<file path="config.mk">
export PLATFORM = sky130hd
export DESIGN_NAME = alu_top
export DESIGN_NICKNAME = d
export VERILOG_FILES = /design/src/rtl/alu_pkg.sv /design/src/rtl/alu_slice.sv /design/src/rtl/alu_chain.sv /design/src/rtl/alu_top.sv
export SDC_FILE = /design/constraint.sdc
export NUM_CORES = 1
export LEC_CHECK = 0
export ABC_AREA = 0
export BUFFER_PORTS_ARGS = -buffer_cell sky130_fd_sc_hd__buf_2
export CAP_MARGIN = 0
export CORE_MARGIN = 1
export CORE_UTILIZATION = 38
export CTS_CLUSTER_SIZE = 25
export DETAILED_ROUTE_END_ITERATION = 8
export PLACE_DENSITY = 0.7
export SKIP_CTS_REPAIR_TIMING = 1
export SYNTH_ARGS = -nofsm -noshare
export SYNTH_HDL_FRONTEND = slang
export SYNTH_SLANG_ARGS = --single-unit
</file>
<file path="constraint.sdc">
create_clock -name clk -period 12.95 [get_ports clk]
set_input_delay 0.6475 -clock clk [delete_from_list [all_inputs] [get_ports clk]]
set_output_delay 0.6475 -clock clk [all_outputs]
set_load 0.005 [all_outputs]
</file>
<file path="src/rtl/alu_pkg.sv">
package alu_pkg;
  localparam logic [2:0] OPC_AND = 3'b000;
  localparam logic [2:0] OPC_OR  = 3'b001;
  localparam logic [2:0] OPC_ADD = 3'b010;
  localparam logic [2:0] OPC_SUB = 3'b110;
  localparam logic [2:0] OPC_SLT = 3'b111;

  typedef enum logic [1:0] {
    PICK_AND  = 2'b00,
    PICK_OR   = 2'b01,
    PICK_SUM  = 2'b10,
    PICK_LESS = 2'b11
  } pick_e;

  function automatic logic opc_legal(input logic [2:0] opc);
    return (opc == OPC_AND) || (opc == OPC_OR) || (opc == OPC_ADD) ||
           (opc == OPC_SUB) || (opc == OPC_SLT);
  endfunction

  function automatic logic opc_arith(input logic [2:0] opc);
    return (opc == OPC_ADD) || (opc == OPC_SUB);
  endfunction
endpackage

</file>
<file path="src/rtl/alu_slice.sv">
module alu_slice
  import alu_pkg::*;
#(
  parameter bit IS_TOP = 1'b0
) (
  input  logic  a,
  input  logic  b,
  input  logic  b_flip,
  input  logic  cin,
  input  logic  less,
  input  pick_e pick,
  output logic  res,
  output logic  cout,
  output logic  set,
  output logic  ovf
);
  logic bx, sum;

  assign bx   = b ^ b_flip;
  assign sum  = a ^ bx ^ cin;
  assign cout = (a & bx) | (cin & (a ^ bx));

  always_comb begin
    unique case (pick)
      PICK_AND:  res = a & bx;
      PICK_OR:   res = a | bx;
      PICK_SUM:  res = sum;
      PICK_LESS: res = less;
      default:   res = 1'b0;
    endcase
  end

  generate
    if (IS_TOP) begin : g_top
      assign ovf = cin ^ cout;
      assign set = sum ^ (cin ^ cout);
    end else begin : g_plain
      assign ovf = 1'b0;
      assign set = 1'b0;
    end
  endgenerate
endmodule

</file>
<file path="src/rtl/alu_chain.sv">
module alu_chain
  import alu_pkg::*;
#(
  parameter int WIDTH = 32
) (
  input  logic [WIDTH-1:0] a,
  input  logic [WIDTH-1:0] b,
  input  logic [2:0]       opc,
  output logic [WIDTH-1:0] result,
  output logic             zero,
  output logic             ovf
);
  localparam int TOP = WIDTH - 1;

  logic [WIDTH:0]   carry;
  logic [WIDTH-1:0] raw, less_v, set_v, ovf_v;
  logic             b_flip, set_w, ovf_raw;
  pick_e            pick;

  assign b_flip   = opc[2];
  assign pick     = pick_e'(opc[1:0]);
  assign carry[0] = b_flip;

  generate
    for (genvar i = 0; i < WIDTH; i++) begin : g_bit
      if (i == 0) begin : g_lsb_less
        assign less_v[i] = set_w;
      end else begin : g_zero_less
        assign less_v[i] = 1'b0;
      end
      alu_slice #(.IS_TOP(i == TOP)) u_slice (
        .a(a[i]), .b(b[i]), .b_flip(b_flip), .cin(carry[i]),
        .less(less_v[i]), .pick(pick), .res(raw[i]),
        .cout(carry[i+1]), .set(set_v[i]), .ovf(ovf_v[i])
      );
    end
  endgenerate

  assign set_w   = |set_v;
  assign ovf_raw = |ovf_v;

  assign result = opc_legal(opc) ? raw : '0;
  assign ovf    = opc_arith(opc) & ovf_raw;
  assign zero   = ~|result;
endmodule

</file>
<file path="src/rtl/alu_top.sv">
module alu_top
  import alu_pkg::*;
#(
  parameter int WIDTH = 32
) (
  input  logic             clk,
  input  logic             rst_n,
  input  logic             in_valid,
  output logic             in_ready,
  input  logic [2:0]       in_op,
  input  logic [WIDTH-1:0] in_a,
  input  logic [WIDTH-1:0] in_b,
  output logic             out_valid,
  input  logic             out_ready,
  output logic [WIDTH-1:0] out_result,
  output logic             out_zero,
  output logic             out_ovf
);
  logic [WIDTH-1:0] c_result;
  logic             c_zero, c_ovf, take;

  alu_chain #(.WIDTH(WIDTH)) u_chain (
    .a(in_a), .b(in_b), .opc(in_op),
    .result(c_result), .zero(c_zero), .ovf(c_ovf)
  );

  assign in_ready = !out_valid || out_ready;
  assign take     = in_valid && in_ready;

  always_ff @(posedge clk) begin
    if (!rst_n) begin
      out_valid  <= 1'b0;
      out_result <= '0;
      out_zero   <= 1'b0;
      out_ovf    <= 1'b0;
    end else if (take) begin
      out_valid  <= 1'b1;
      out_result <= c_result;
      out_zero   <= c_zero;
      out_ovf    <= c_ovf;
    end else if (out_ready) begin
      out_valid  <= 1'b0;
    end
  end
endmodule

</file>
==> impl_results.md <==
* Synth unique cells at 37
* Die Span Y at 106 um
* Critical Path Source Type: input port
* Antenna fix cells at 0
* Slew Viols, Final at 0
* WS Path Type: input port to flop
* Setup crit end kind: flop
* Place WS at -0.419 ns
* Primary FF master, synth: dfxtp_1
* Count leader, synth: inv_1
* HP Class: flop to flop
* Logic pwr share at 45.6%
* Initial antenna violation count at 1
* Final worst slack at 0.425 ns
* Chip width at 106 um
* CTS max path bufs at 2
* Max H-tree Level at 2
* IO Pins at 107
* Area post-placement at 4740 sq um
* Internal at 0.225 mW
* Final setup vio count at 0
* Leading area contributor after synthesis: ha_1
* Layout cells sized above 1 at 26.9%
* WL per Instance at 13.3 um
* Initial DRC count at 104
* Post-Layout Cell Count at 690
* Slew margin rel. at 21.3%
* Ys async rst share at 0%
* CTS Buf Count at 5
* Drt pass-1 iters at 4
* Post-synth top cells: inv_1 (99), ha_1 (64), nor2_1 (39)
* WHS at 0.468 ns
* Max cap viols at 0
* Routed vias/inst at 4.66
* Clock transition at path regs at 0.07 ns
* Worst vdd ir at 0.0000532 V
* Initial Util at 39.5%
* Clock network power share at 20.6%
* Core footprint at 10,400 sq um
* Fin crit share at 96.7%
* Final Power at 0.357 mW
* Root buf cell: clkbuf_8
* Worst Path Max Fanout at 2
* Gpl congestion at 0.849
* Post-Synthesis Cells at 457
* Largest net degree at the start of global routing at 61
* Synth Warn # at 0
* ANT nets after route at 0
* Unrepaired setup endpoints after global routing: no
* Clock skew at 0.00640 ns
* Row Count at 37
* DP Cell Count at 682
* IO buf count at 106
* Leak pwr at 2.56 nW
* Worst-Skew Late Latency at 0.28 ns
* Yosys reg bits at 35
* Finished Core Util at 46.6%
* Setup TNS at 0 ns
* WP data required at 13.12 ns
* Final hold violations at 0
* Vias in the first global route at 3,168
* Post-synth EDFFs at 0
* CP arrival at 12.70 ns
* Overflow left after global routing at 0
* Slew @ Worst Pin at 1.17 ns
* Post-route cell area at 4850 sq um
* Die ar. at 11,300 sq um
* Reported net switching power at 0.132 mW
* Via count at 3,212
* Total Routed Length at 9200 um
* DRC violations left at 0
* Mapped Area at 4120 sq um
* Sequential Power Share at 33.8%
* Seq/Total Area, Yosys at 17.0%
* CTS tree: done
* Total nets after synthesis at 624
* Crit-path slowest cell: fa_1
* Switching part of the total at 36.9%
* Layout Area Growth over Synthesis at 17.9%
* Synth area leaders: ha_1 (19%), dfxtp_1 (17%), fa_1 (16%)
* NumNets Final at 720
* Avg Inst Size Synth at 9.01 sq um
* Status: finished clean
* Largest stage delay on the critical path at 0.42 ns
* First-pass GRT wire length at 15,300 um
* Post-DP HPWL at 7650 um
* Synth top area share at 19.5%
* Total Routing Usage GR at 17.1%
* Period minus WS final at 12.53 ns
* Clock Sinks at 35
* Fmax at 79.8 MHz
* Pwr dens at 73.5 nW/um^2
* Most frequent cell on the critical path: fa_2
[worst max-delay path: cells and delay by family]
family          cells  cell delay, ns
simple gates        3            0.40
fa+ha+maj          31           10.72
buf+inv             6            0.45
mux                 1            0.34
compound gates      2            0.13
[path summary, 6_finish.rpt]
path / start / end / slack [ns] / depth (start not counted)
worst max-delay path: in_b[0] / out_zero$_SDFFE_PN0P_ / 0.42 / 43
worst min-delay path: out_result[6]$_SDFFE_PN0P_ / out_result[6]$_SDFFE_PN0P_ / 0.47 / 2
worst max register to register: out_valid$_SDFFE_PN0P_ / out_result[1]$_SDFFE_PN0P_ / 11.25 / 4
worst min register to register: out_result[6]$_SDFFE_PN0P_ / out_result[6]$_SDFFE_PN0P_ / 0.47 / 2
[cells in the final DEF (no fill, tap or decap), types with 2 or more instances in the layout]
| cell | instances |
|---|---|
| a211oi_1 | 27 |
| a21oi_1 | 6 |
| a22o_1 | 2 |
| a22oi_1 | 25 |
| and4_1 | 3 |
| and4b_1 | 2 |
| buf_2 | 106 |
| buf_4 | 8 |
| clkbuf_1 | 2 |
| clkbuf_8 | 5 |
| dfxtp_1 | 35 |
| fa_1 | 12 |
| fa_2 | 20 |
| ha_1 | 64 |
| inv_1 | 99 |
| mux2i_1 | 27 |
| nand2_1 | 4 |
| nand2b_1 | 2 |
| nand3_1 | 3 |
| nand4_1 | 3 |
| nor2_1 | 38 |
| nor2b_1 | 6 |
| nor3_1 | 3 |
| o21ai_0 | 6 |
| xor2_1 | 32 |
[power groups by stage]
stage	logic [mW]	registers (mW)	clock network, mW
6_report	0.163	0.121	0.0735
5_1_grt	0.186	0.122	0.0792
4_1_cts	0.161	0.121	0.0741
3_5_place_dp	0.161	0.123	0
3_3_place_gp	0.153	0.123	0
2_1_floorplan	0.105	0.124	0
[flip-flops by register name, indices dropped and copies added (netlist names)]
signal / cells
out_zero: 1
out_result: 32
out_ovf: 1
out_valid: 1
[layer usage]
layer	global-route usage [%]	share of wire (%)	vias to the layer above
li1	-	-	1633
met1	22.5	47	1489
met5	0	0.087	-
met2	29.0	47	77
met3	2.88	4.8	11
met4	4.37	1.5	2
[logic make-up (layout without fill, tap and decap cells)]
logic type,count (synthesis),after routing,share of synthesized area (%)
AO/OA/AOI/OAI,71,71,12.7
adder cells (fa/ha/maj),96,96,35.0
multiplexers,28,28,6.84
buffers and inverters,124,221,12.9
XOR/XNOR,33,33,7.02
flip-flops,35,35,17.0
AND/OR/NAND/NOR,70,70,8.48
[area by class of cell]
class                           count  area [sq um]
Tap cell                          136           170
Fill cell                        1026          5560
Sequential cell                    35           701
Inverter                           99           372
Timing Repair Buffer              114           591
Clock inverter                      1          5.00
Clock buffer                        7          76.3
Multi-Input combinational cell    298          2940
Power figures use the tool's default switching activity.
